## config.mk

```make
export PLATFORM = sky130hd
export DESIGN_NAME = plxl_xlat
export DESIGN_NICKNAME = d
export VERILOG_FILES = /design/src/rtl/plxl_pkg.sv /design/src/rtl/plxl_size.sv /design/src/rtl/plxl_base.sv /design/src/rtl/plxl_lut.sv /design/src/rtl/plxl_xlat.sv
export SDC_FILE = /design/constraint.sdc
export NUM_CORES = 2
export LEC_CHECK = 0
export ABC_AREA = 1
export BUFFER_PORTS_ARGS = -buffer_cell sky130_fd_sc_hd__buf_2
export CAP_MARGIN = 15
export CORE_UTILIZATION = 55
export CTS_CLUSTER_SIZE = 14
export DETAILED_ROUTE_END_ITERATION = 8
export GPL_ROUTABILITY_DRIVEN = 1
export PLACE_DENSITY = 0.71
export SLEW_MARGIN = 30
export SYNTH_ARGS = -nofsm -noshare
export SYNTH_HDL_FRONTEND = slang
export SYNTH_SLANG_ARGS = --single-unit
```

## constraint.sdc

```tcl
create_clock -name clk -period 5.4 [get_ports clk]
set_input_delay 0.27 -clock clk [delete_from_list [all_inputs] [get_ports clk]]
set_output_delay 0.27 -clock clk [all_outputs]
set_load 0.05 [all_outputs]
```

## src/rtl/plxl_pkg.sv

```systemverilog
// Shared types for the paged translator.
// Assumes the address-type field is two bits wide and that only codes 00 and 01 are legal.
package plxl_pkg;
    typedef enum logic [1:0] {
        ADT_32  = 2'b00,
        ADT_64  = 2'b01,
        ADT_R2  = 2'b10,
        ADT_R3  = 2'b11
    } adt_e;

    // True for the address-type codes the register accepts.
    function automatic logic adt_legal(input logic [1:0] code);
        return (code == ADT_32) || (code == ADT_64);
    endfunction
endpackage

```

## src/rtl/plxl_size.sv

```systemverilog
// Turns the page-size code into a page shift, a page-offset mask and a window mask.
// Assumes MIN_SHIFT + IDX_W <= ADDR_W - 1. Codes past the largest size clamp to it.
module plxl_size #(
    parameter int ADDR_W    = 32,
    parameter int IDX_W     = 6,
    parameter int MIN_SHIFT = 8,
    parameter int PSZ_W     = 5,
    parameter int SHW       = $clog2(ADDR_W)
) (
    input  logic [PSZ_W-1:0]  pg_size,
    output logic [SHW-1:0]    shift,
    output logic [ADDR_W-1:0] page_mask,
    output logic [ADDR_W-1:0] win_mask
);
    localparam int MAX_SHIFT = ADDR_W - 1 - IDX_W;

    logic [31:0] sh;

    // Clamp the requested shift and derive both masks from it.
    always_comb begin
        sh = 32'(MIN_SHIFT) + 32'(pg_size);
        if (sh > 32'(MAX_SHIFT)) sh = 32'(MAX_SHIFT);
        shift     = SHW'(sh);
        page_mask = (ADDR_W'(1) << sh) - ADDR_W'(1);
        win_mask  = ~((ADDR_W'(1) << (sh + 32'(IDX_W))) - ADDR_W'(1));
    end
endmodule

```

## src/rtl/plxl_base.sv

```systemverilog
// Base address register of the window.
// Only bits inside the current window mask are stored or read back. Bits 0 and 3 read 0.
// Type codes that are not legal leave the stored type as it was.
module plxl_base
    import plxl_pkg::*;
#(
    parameter int ADDR_W = 32
) (
    input  logic              clk,
    input  logic              rst_n,
    input  logic              wr,
    input  logic [ADDR_W-1:0] wdata,
    input  logic [ADDR_W-1:0] win_mask,
    output logic [ADDR_W-1:0] base_q,
    output logic [ADDR_W-1:0] base_rd
);
    logic [ADDR_W-1:0] base_r;
    logic [1:0]        type_r;
    logic              unused_bits;

    assign unused_bits = ^{wdata[3], wdata[0]};

    // Store the writable base bits and any legal type code.
    always_ff @(posedge clk) begin
        if (!rst_n) begin
            base_r <= '0;
            type_r <= ADT_32;
        end else if (wr) begin
            base_r <= wdata & win_mask;
            if (adt_legal(wdata[2:1])) type_r <= wdata[2:1];
        end
    end

    // Mask again on the way out, so that a larger page hides bits that are no longer writable.
    always_comb begin
        base_q  = base_r & win_mask;
        base_rd = base_q | {{(ADDR_W-3){1'b0}}, type_r, 1'b0};
    end
endmodule

```

## src/rtl/plxl_lut.sv

```systemverilog
// Page lookup table: one entry per page, holding the translated page bits and an enable bit.
// Writes land at the clock edge, and the read port is combinational on the current index.
module plxl_lut #(
    parameter int ADDR_W    = 32,
    parameter int IDX_W     = 6,
    parameter int MIN_SHIFT = 8
) (
    input  logic                  clk,
    input  logic                  rst_n,
    input  logic                  wr,
    input  logic [IDX_W-1:0]      wr_idx,
    input  logic [ADDR_W-1:0]     wdata,
    input  logic [IDX_W-1:0]      rd_idx,
    output logic [ADDR_W-1:0]     rd_base,
    output logic                  rd_en
);
    localparam int NPAGES = 1 << IDX_W;
    localparam int UPW    = ADDR_W - MIN_SHIFT;

    logic [UPW-1:0]    up_q [NPAGES];
    logic [NPAGES-1:0] en_q;
    logic              unused_bits;

    assign unused_bits = ^wdata[MIN_SHIFT-1:1];

    // Hold each entry's upper bits and enable. Reset disables every page.
    always_ff @(posedge clk) begin
        if (!rst_n) begin
            en_q <= '0;
            for (int i = 0; i < NPAGES; i++) up_q[i] <= '0;
        end else if (wr) begin
            en_q[wr_idx]  <= wdata[0];
            up_q[wr_idx]  <= wdata[ADDR_W-1:MIN_SHIFT];
        end
    end

    // Read the entry selected by the lookup.
    always_comb begin
        rd_base = {up_q[rd_idx], {MIN_SHIFT{1'b0}}};
        rd_en   = en_q[rd_idx];
    end
endmodule

```

## src/rtl/plxl_xlat.sv

```systemverilog
// Paged translator top.
// Matches the address against the base window, picks a page from the bits above the offset,
// gates the result with the page enable, and registers the hit and the translated address.
module plxl_xlat #(
    parameter int ADDR_W    = 32,
    parameter int IDX_W     = 6,
    parameter int MIN_SHIFT = 8,
    parameter int PSZ_W     = 5
) (
    input  logic              clk,
    input  logic              rst_n,
    input  logic              reg_we,
    input  logic              reg_sel,
    input  logic [IDX_W-1:0]  reg_idx,
    input  logic [ADDR_W-1:0] reg_wdata,
    input  logic [PSZ_W-1:0]  pg_size,
    input  logic              in_valid,
    input  logic [ADDR_W-1:0] in_addr,
    output logic              out_hit,
    output logic [ADDR_W-1:0] out_addr,
    output logic [ADDR_W-1:0] base_rd
);
    localparam int SHW = $clog2(ADDR_W);

    logic [SHW-1:0]    shift;
    logic [ADDR_W-1:0] page_mask, win_mask, base_q, ent_base;
    logic [IDX_W-1:0]  idx;
    logic              ent_en, in_win, hit_n;
    logic [ADDR_W-1:0] xl_addr;

    plxl_size #(.ADDR_W(ADDR_W), .IDX_W(IDX_W), .MIN_SHIFT(MIN_SHIFT), .PSZ_W(PSZ_W), .SHW(SHW)) u_size (
        .pg_size(pg_size), .shift(shift), .page_mask(page_mask), .win_mask(win_mask));

    plxl_base #(.ADDR_W(ADDR_W)) u_base (
        .clk(clk), .rst_n(rst_n), .wr(reg_we && !reg_sel), .wdata(reg_wdata),
        .win_mask(win_mask), .base_q(base_q), .base_rd(base_rd));

    plxl_lut #(.ADDR_W(ADDR_W), .IDX_W(IDX_W), .MIN_SHIFT(MIN_SHIFT)) u_lut (
        .clk(clk), .rst_n(rst_n), .wr(reg_we && reg_sel), .wr_idx(reg_idx), .wdata(reg_wdata),
        .rd_idx(idx), .rd_base(ent_base), .rd_en(ent_en));

    // Window match, page index and translated address for the current input.
    always_comb begin
        idx     = IDX_W'(in_addr >> shift);
        in_win  = (in_addr & win_mask) == base_q;
        hit_n   = in_valid && in_win && ent_en;
        xl_addr = (ent_base & ~page_mask) | (in_addr & page_mask);
    end

    // Lookup result register. A miss drives the address to zero.
    always_ff @(posedge clk) begin
        if (!rst_n) begin
            out_hit  <= 1'b0;
            out_addr <= '0;
        end else begin
            out_hit  <= hit_n;
            out_addr <= hit_n ? xl_addr : '0;
        end
    end
endmodule

```

## Yosys cells after proc, flatten, opt, wreduce, memory -nomap -nowiden

Memory sizes are Yosys's and may differ from the RTL's.
Cells that the tools add are included.
W data, S select, Z words.

| storage, ports and cells | value |
|---|---|
| bits in registers | 131 |
| memory bits (writable) | 1536 |
| input port bits | 80 |
| output and inout bits | 65 |
| logic and storage cells | 52 |
| memories kept | 1 |

Memories:

| name | words | width | read ports | clocked after memory_dff | wr ports | line | source |
|---|---|---|---|---|---|---|---|
| u_lut.up_q | 64 | 24 | 1 | 0 | 64 | plxl_lut.sv:20 | `logic [UPW-1:0] up_q [NPAGES];` |

| cells by class | value |
|---|---|
| add/sub/neg operators | 4 |
| order comparisons | 4 |
| eq/ne operators | 2 |
| shift-type cells | 3 |
| muxes and demuxes | 13 |
| bitwise operators | 9 |
| reduce and logical (&&, ||, !) cells | 11 |

Operators with widths:

| kind | count |
|---|---|
| $and A32 B32 Y32 | 5 |
| $bwmux W64 | 1 |
| $not A32 Y32 | 2 |
| $shl A1 B32 Y32 const A | 2 |
| $sub A32 B2 Y32 const B | 2 |
| $add A32 B3 Y32 const B | 1 |
| $eq A32 B32 Y1 | 1 |
| $gt A32 B5 Y1 const B | 1 |
| $mux W32 | 1 |
| $or A32 B3 Y32 | 1 |
| $or A32 B32 Y32 | 1 |
| $shr A32 B5 Y6 | 1 |
| $mux W24 | 1 |
| $reduce_or A24 Y1 | 1 |
| $lt A6 B7 Y1 const B | 2 |
| $mux W1 | 7 |
| $add A4 B5 Y6 const A | 1 |
| $bmux W1 S6 | 1 |
| $demux W1 S6 | 1 |
| $ge A6 B1 Y1 const B | 1 |
| $mux W6 | 1 |
| $logic_and A1 B1 Y1 | 5 |
| $reduce_and A2 Y1 | 2 |
| $eq A2 B1 Y1 const B | 1 |
| other kinds (3) | 3 |

## Longest topological paths before layout

| depth | value |
|---|---|
| depth after elaboration | 12 |
| mapped depth | 30 |
| mapped depth without buffers | 28 |

## Modules after synthesis

A second synthesis with hierarchy kept.

| unflattened totals | value |
|---|---|
| cells, all modules | 8789 |
| area, all modules | 79078.3 µm² |

By module, submodules not included:

| module | times used | cells an instance | area an instance (µm²) | seq. area each (µm²) |
|---|---|---|---|---|
| plxl_lut | 1 | 7536 | 71723.8 | 47405.5 |
| plxl_xlat | 1 | 544 | 3250.6 | 660.6 |
| plxl_size | 1 | 464 | 2287.2 | 0.0 |
| plxl_base | 1 | 245 | 1816.7 | 680.7 |

## Worst setup path before layout

OpenSTA, ideal clock, no wires.

| path | value |
|---|---|
| path kind | input to register |
| start | input pg_size[3] |
| end | register out_addr[11] |
| library setup time | 0.109 ns |
| arrival time | 3.338 ns |
| required time | 5.291 ns |
| setup slack | 1.954 ns |
| stages on the path | 26 |
| path buffers | 2 |
| cell sequence | inv_4 ha_1 inv_1 nor2_2 nand2_4 nand2_8 nor2_4 buf_8 nand2_4 inv_4 nand2_2 nor2_1 nand2_1 xor2_1 nor2_1 nand2_1 nand2_1 nor2_1 nand3_1 nor2_1 and3_1 nand2_1 nor2_2 buf_4 nand2_1 inv_1 |

| on the way | value |
|---|---|
| cells in the longest elaborated chain, start to end | 12 |
| elaborated cells on any way between the ends | 23 |
| classes of those cells | add/sub (4); order compare (1); eq/ne (1); shift (3); mux (3); bitwise (7); reduce/logical (3); memory (1) |

RTL lines:

| item | line | source |
|---|---|---|
| from (decl) | plxl_xlat.sv:16 | `input logic [PSZ_W-1:0] pg_size,` |
| $add A4 B5 Y6 * | plxl_size.sv:21 | `sh = 32'(MIN_SHIFT) + 32'(pg_size);` |
| $gt A32 B5 Y1 | plxl_size.sv:22 | `if (sh > 32'(MAX_SHIFT)) sh = 32'(MAX_SHIFT);` |
| $mux W32 * | plxl_size.sv:22 |  |
| $add A32 B3 Y32 | plxl_size.sv:25 | `win_mask = ~((ADDR_W'(1) << (sh + 32'(IDX_W))) - ADDR_W'(1));` |
| $shl A1 B32 Y32 | plxl_size.sv:25 |  |
| $sub A32 B2 Y32 | plxl_size.sv:25 |  |
| $not A32 Y32 | plxl_size.sv:25 |  |
| $and A32 B32 Y32, on equally long branches | plxl_xlat.sv:45, plxl_base.sv:36 |  |
| $eq A32 B32 Y1 | plxl_xlat.sv:45 | `in_win = (in_addr & win_mask) == base_q;` |
| $logic_and A1 B1 Y1 (2 in a row) | plxl_xlat.sv:46 | `hit_n = in_valid && in_win && ent_en;` |
| $reduce_and A2 Y1 (no source line) | -- |  |
| to (signal assigned) | plxl_xlat.sv:57 | `out_addr <= hit_n ? xl_addr : '0;` |
| to (decl) | plxl_xlat.sv:20 | `output logic [ADDR_W-1:0] out_addr,` |

Mark *: on every way between the ends. The rest lies on a longest branch, timed or not. The select of a mux whose other input is x is not followed.
A chain may end at the register's enable or synchronous reset.

## Worst setup path in the final report

| path | value |
|---|---|
| start | input pg_size[3] |
| end | register out_addr[27] |

The elaborated chain is that of the path after synthesis.

==> impl_metrics.json <==
{
  "synth-simple-area-share_pct": 28.7,
  "final.hold.worst_slack_ns": 0.0530,
  "gr-total-overflow": 0,
  "finalMaxSlewViolations": 0,
  "post_synth_mux_area_share_pct": 0,
  "initial_utilization_pct": 55.4,
  "fin_util_pct": 61.1,
  "critical_path_peak_fanout": 70,
  "post_synth_num_cell_types": 55,
  "vias_in_the_first_global_route": 60300,
  "synth_area_per_cell_um2": 9.13,
  "yosys_most_used_dff": "edfxtp_1",
  "synth_top_family_by_area": "simple AND/OR/NAND/NOR gates",
  "hold-path-cell-count": 9,
  "tightest_slew_ns": 1.05,
  "synth.top_cells.by_area": "edfxtp_1 56%, nand3_1 8.7%, nand2_1 7.8%",
  "clock_tree.root_cell": "clkbuf_16",
  "groute.usage.overall_pct": 34.9,
  "post-route-drc-count": 0,
  "detailed_place_hpwl_um": 161000,
  "syn_area_um2": 81700,
  "global_route.peak_usage_layer": "met2",
  "ios": 145,
  "stdcell_area_um2": 90200,
  "period_needed_ns": 4.51,
  "cts-root-to-sink-buffers": 3,
  "synth_largest_area_cell": "edfxtp_1",
  "relSlewSlack_pct": 30.0,
  "finish.net_count": 8892,
  "grt_first_pass_wirelength_um": 389000,
  "drt_first_iter_violations": 9281,
  "synth-xor-area-share_pct": 0.236,
  "cp_slowest_stage_delay_ns": 0.43,
  "vias": 65400,
  "min_from": "reg_idx[4]",
  "totalNegativeSetupSlack_ns": 0,
  "wl_per_cell_um": 24.5,
  "cts.htree.levels": 4,
  "crit_type": "primary input to flop",
  "setup.worst_path.start_class": "primary input",
  "post-route-period-util_pct": 83.5,
  "cp-end-kind": "flop",
  "skew_ns": 0.0383,
  "grt_antenna_before_repair": 11,
  "synth-seq-cells": 1664,
  "hold_worst_path_end": "u_lut.en_q[32]",
  "std_cell_rows": 141,
  "area_growth_syn_to_layout_pct": 10.4,
  "die_h_um": 387,
  "wirelength_um": 267000,
  "reg2reg_depth": 11,
  "global_route.usage.met3_pct": 8.80,
  "detail-route-antenna-nets": 0,
  "leakage_nw": 37.0,
  "maxCapViolCount": 0,
  "io_buffers": 138,
  "slowest_stage": "nand2_2",
  "post_cts.resized_instances": 0,
  "tritoncts": "done",
  "crit_top_cell": "nand3_1",
  "post_drt_via_cell_ratio": 6.00,
  "crit-reg2reg-capture": "out_addr[31]",
  "final_layout_size_suffix_gt1_share_pct": 9.36,
  "crit-reg2reg-launch": "u_lut.up_q[6][23]",
  "cp_data_required_time_ns": 6.17,
  "post_synth_fa_ha_maj_area_fraction_pct": 0.0613,
  "synth_sequential_area_ratio_pct": 59.6,
  "synth_enable_flop_cells": 1536,
  "dpl_cell_area_um2": 84000,
  "clk-insertion-delay-late_ns": 0.84,
  "number_of_setup_violations_in_the_final_report": 0,
  "drt_pass1_iterations": 6,
  "die_x_um": 387,
  "power.density_nw_per_um2": 377,
  "use_met2_pct": 51.9,
  "synth_warnings": 0,
  "core_area_um2": 147000,
  "async_s_r_ff_share_synth_pct": 0,
  "worst-r2r-setup-slack_ns": 3.17,
  "peak_ir_drop_on_the_vdd_network_mv": 0.320,
  "design.die.area_um2": 150000,
  "cts_buffer_count": 174,
  "finalHoldViolations": 0,
  "synth_compound_gate_area_share_pct": 3.44,
  "gp_routability_congestion": 0.971,
  "worst_ep_arrival_ns": 5.28,
  "groute.layer.met1.usage_pct": 48.7,
  "tritoncts_num_sinks": 1664,
  "worst_setup_hold_path_clk_slew_ns": 0.06,
  "layout_common_cells": "1634 x nor2_1, 1634 x nand2_1, 1536 x edfxtp_1",
  "syn_inst": 8947,
  "synth_top_cell_area_share_pct": 56.5,
  "timing.fmax_mhz": 222,
  "status": "complete, no violations",
  "grt_start_max_net_pins": 108,
  "rsz0062_at_grt": "no",
  "min-delay-path-class": "primary input to flop"
}
report_power, final:
group	leakage (nW)	internal (mW)	switching, mW
Clock	2.67	6.57	5.23
Sequential	15.6	14.7	0.157
Combinational	18.7	1.92	5.46
Total	37.0	23.2	10.9
state kept, by name, indices dropped and copies added, names as in the netlist:
signal,count
out_hit,1
u_lut.en_q,64
u_base.base_r,29
u_base.type_r,2
u_lut.up_q,1536
out_addr,32
critical path, delay by kind of cell:
kind	cells	cell delay, ns
AND/OR/NAND/NOR	20	3.69
buffers and inverters	6	0.90
adder cells (fa/ha/maj)	1	0.31
Yosys cell counts (3+ instances only):
library cell  number
nand4_2            4
a31oi_1            4
nand2_2           25
inv_1            776
a21boi_0           4
buf_4             26
inv_4              3
buf_2            288
xor2_1            20
nor4_1             4
nand2_4           11
dfxtp_1          128
nor3_1            16
nand3_2            6
inv_2             32
buf_8              3
nor2_1          1635
clkinv_1           9
nand3b_1         336
nor2_2            31
buf_1             31
buf_6             15
clkbuf_1         369
or2_2             20
and2_1             5
nand2_8            3
nor2_4             5
nand2_1         1692
o2111ai_1          4
ha_1               4
nand4_1           42
edfxtp_1        1536
nand3_1         1413
o21ai_0          138
a21oi_1           67
nor2_8             3
o211ai_1         211
cell type report:
cell class              instances  area, µm²
flip-flops and latches       1664      48700
inverters                     823       3160
well taps                    1930       2410
clock inverters                79        738
fillers                     12200      57300
diodes                          3       7.51
repair buffers                415       3510
clock buffers                 244       4790
multi-input cells            5730      26900
worst max path at each step:
stage / startpoint / endpoint / depth (start not counted)
after global placement: pg_size[3] / out_addr[24] / 26
after floorplan: pg_size[3] / out_addr[11] / 26
after detailed placement: pg_size[3] / out_addr[24] / 28
final: pg_size[3] / out_addr[27] / 27
after CTS: pg_size[3] / out_addr[24] / 28
after global routing: pg_size[3] / out_addr[27] / 27
through the flow:
stage | power (mW) | setup slack (ns) | cells
2_1_floorplan | 19.4 | 1.95 | 8950
3_3_place_gp | 22.0 | 0.322 | 10500
3_5_place_dp | 22.1 | 0.273 | 10500
4_1_cts | 33.8 | 1.13 | 10900
5_1_grt | 34.9 | 0.752 | 10900
6_report | 34.0 | 0.893 | 10900
metal layers:
| layer | vias up | part of all wire (%) | wire, µm |
|---|---|---|---|
| met4 | 16 | 4.5 | 12000 |
| met5 | - | 0.038 | 101 |
| met2 | 3942 | 44 | 117000 |
| met3 | 588 | 13 | 35100 |
| met1 | 31400 | 38 | 103000 |
| li1 | 29400 | - | - |
repair_timing:
item	CTS	global route
setup buffers	0	0
setup endpoints to repair	0	0
hold endpoints to repair	66	0
hold buffers	60	0
cells by family after synthesis:
| kind of cell | after synthesis |
|---|---|
| AOI/OAI and AO/OA | 442 |
| xor gates and xnor gates | 22 |
| adders and majority gates | 4 |
| buffers and inverters | 1556 |
| DFF | 1664 |
| other | 2 |
| and+or+nand+nor | 5257 |
(Power assumes the default switching activity.)
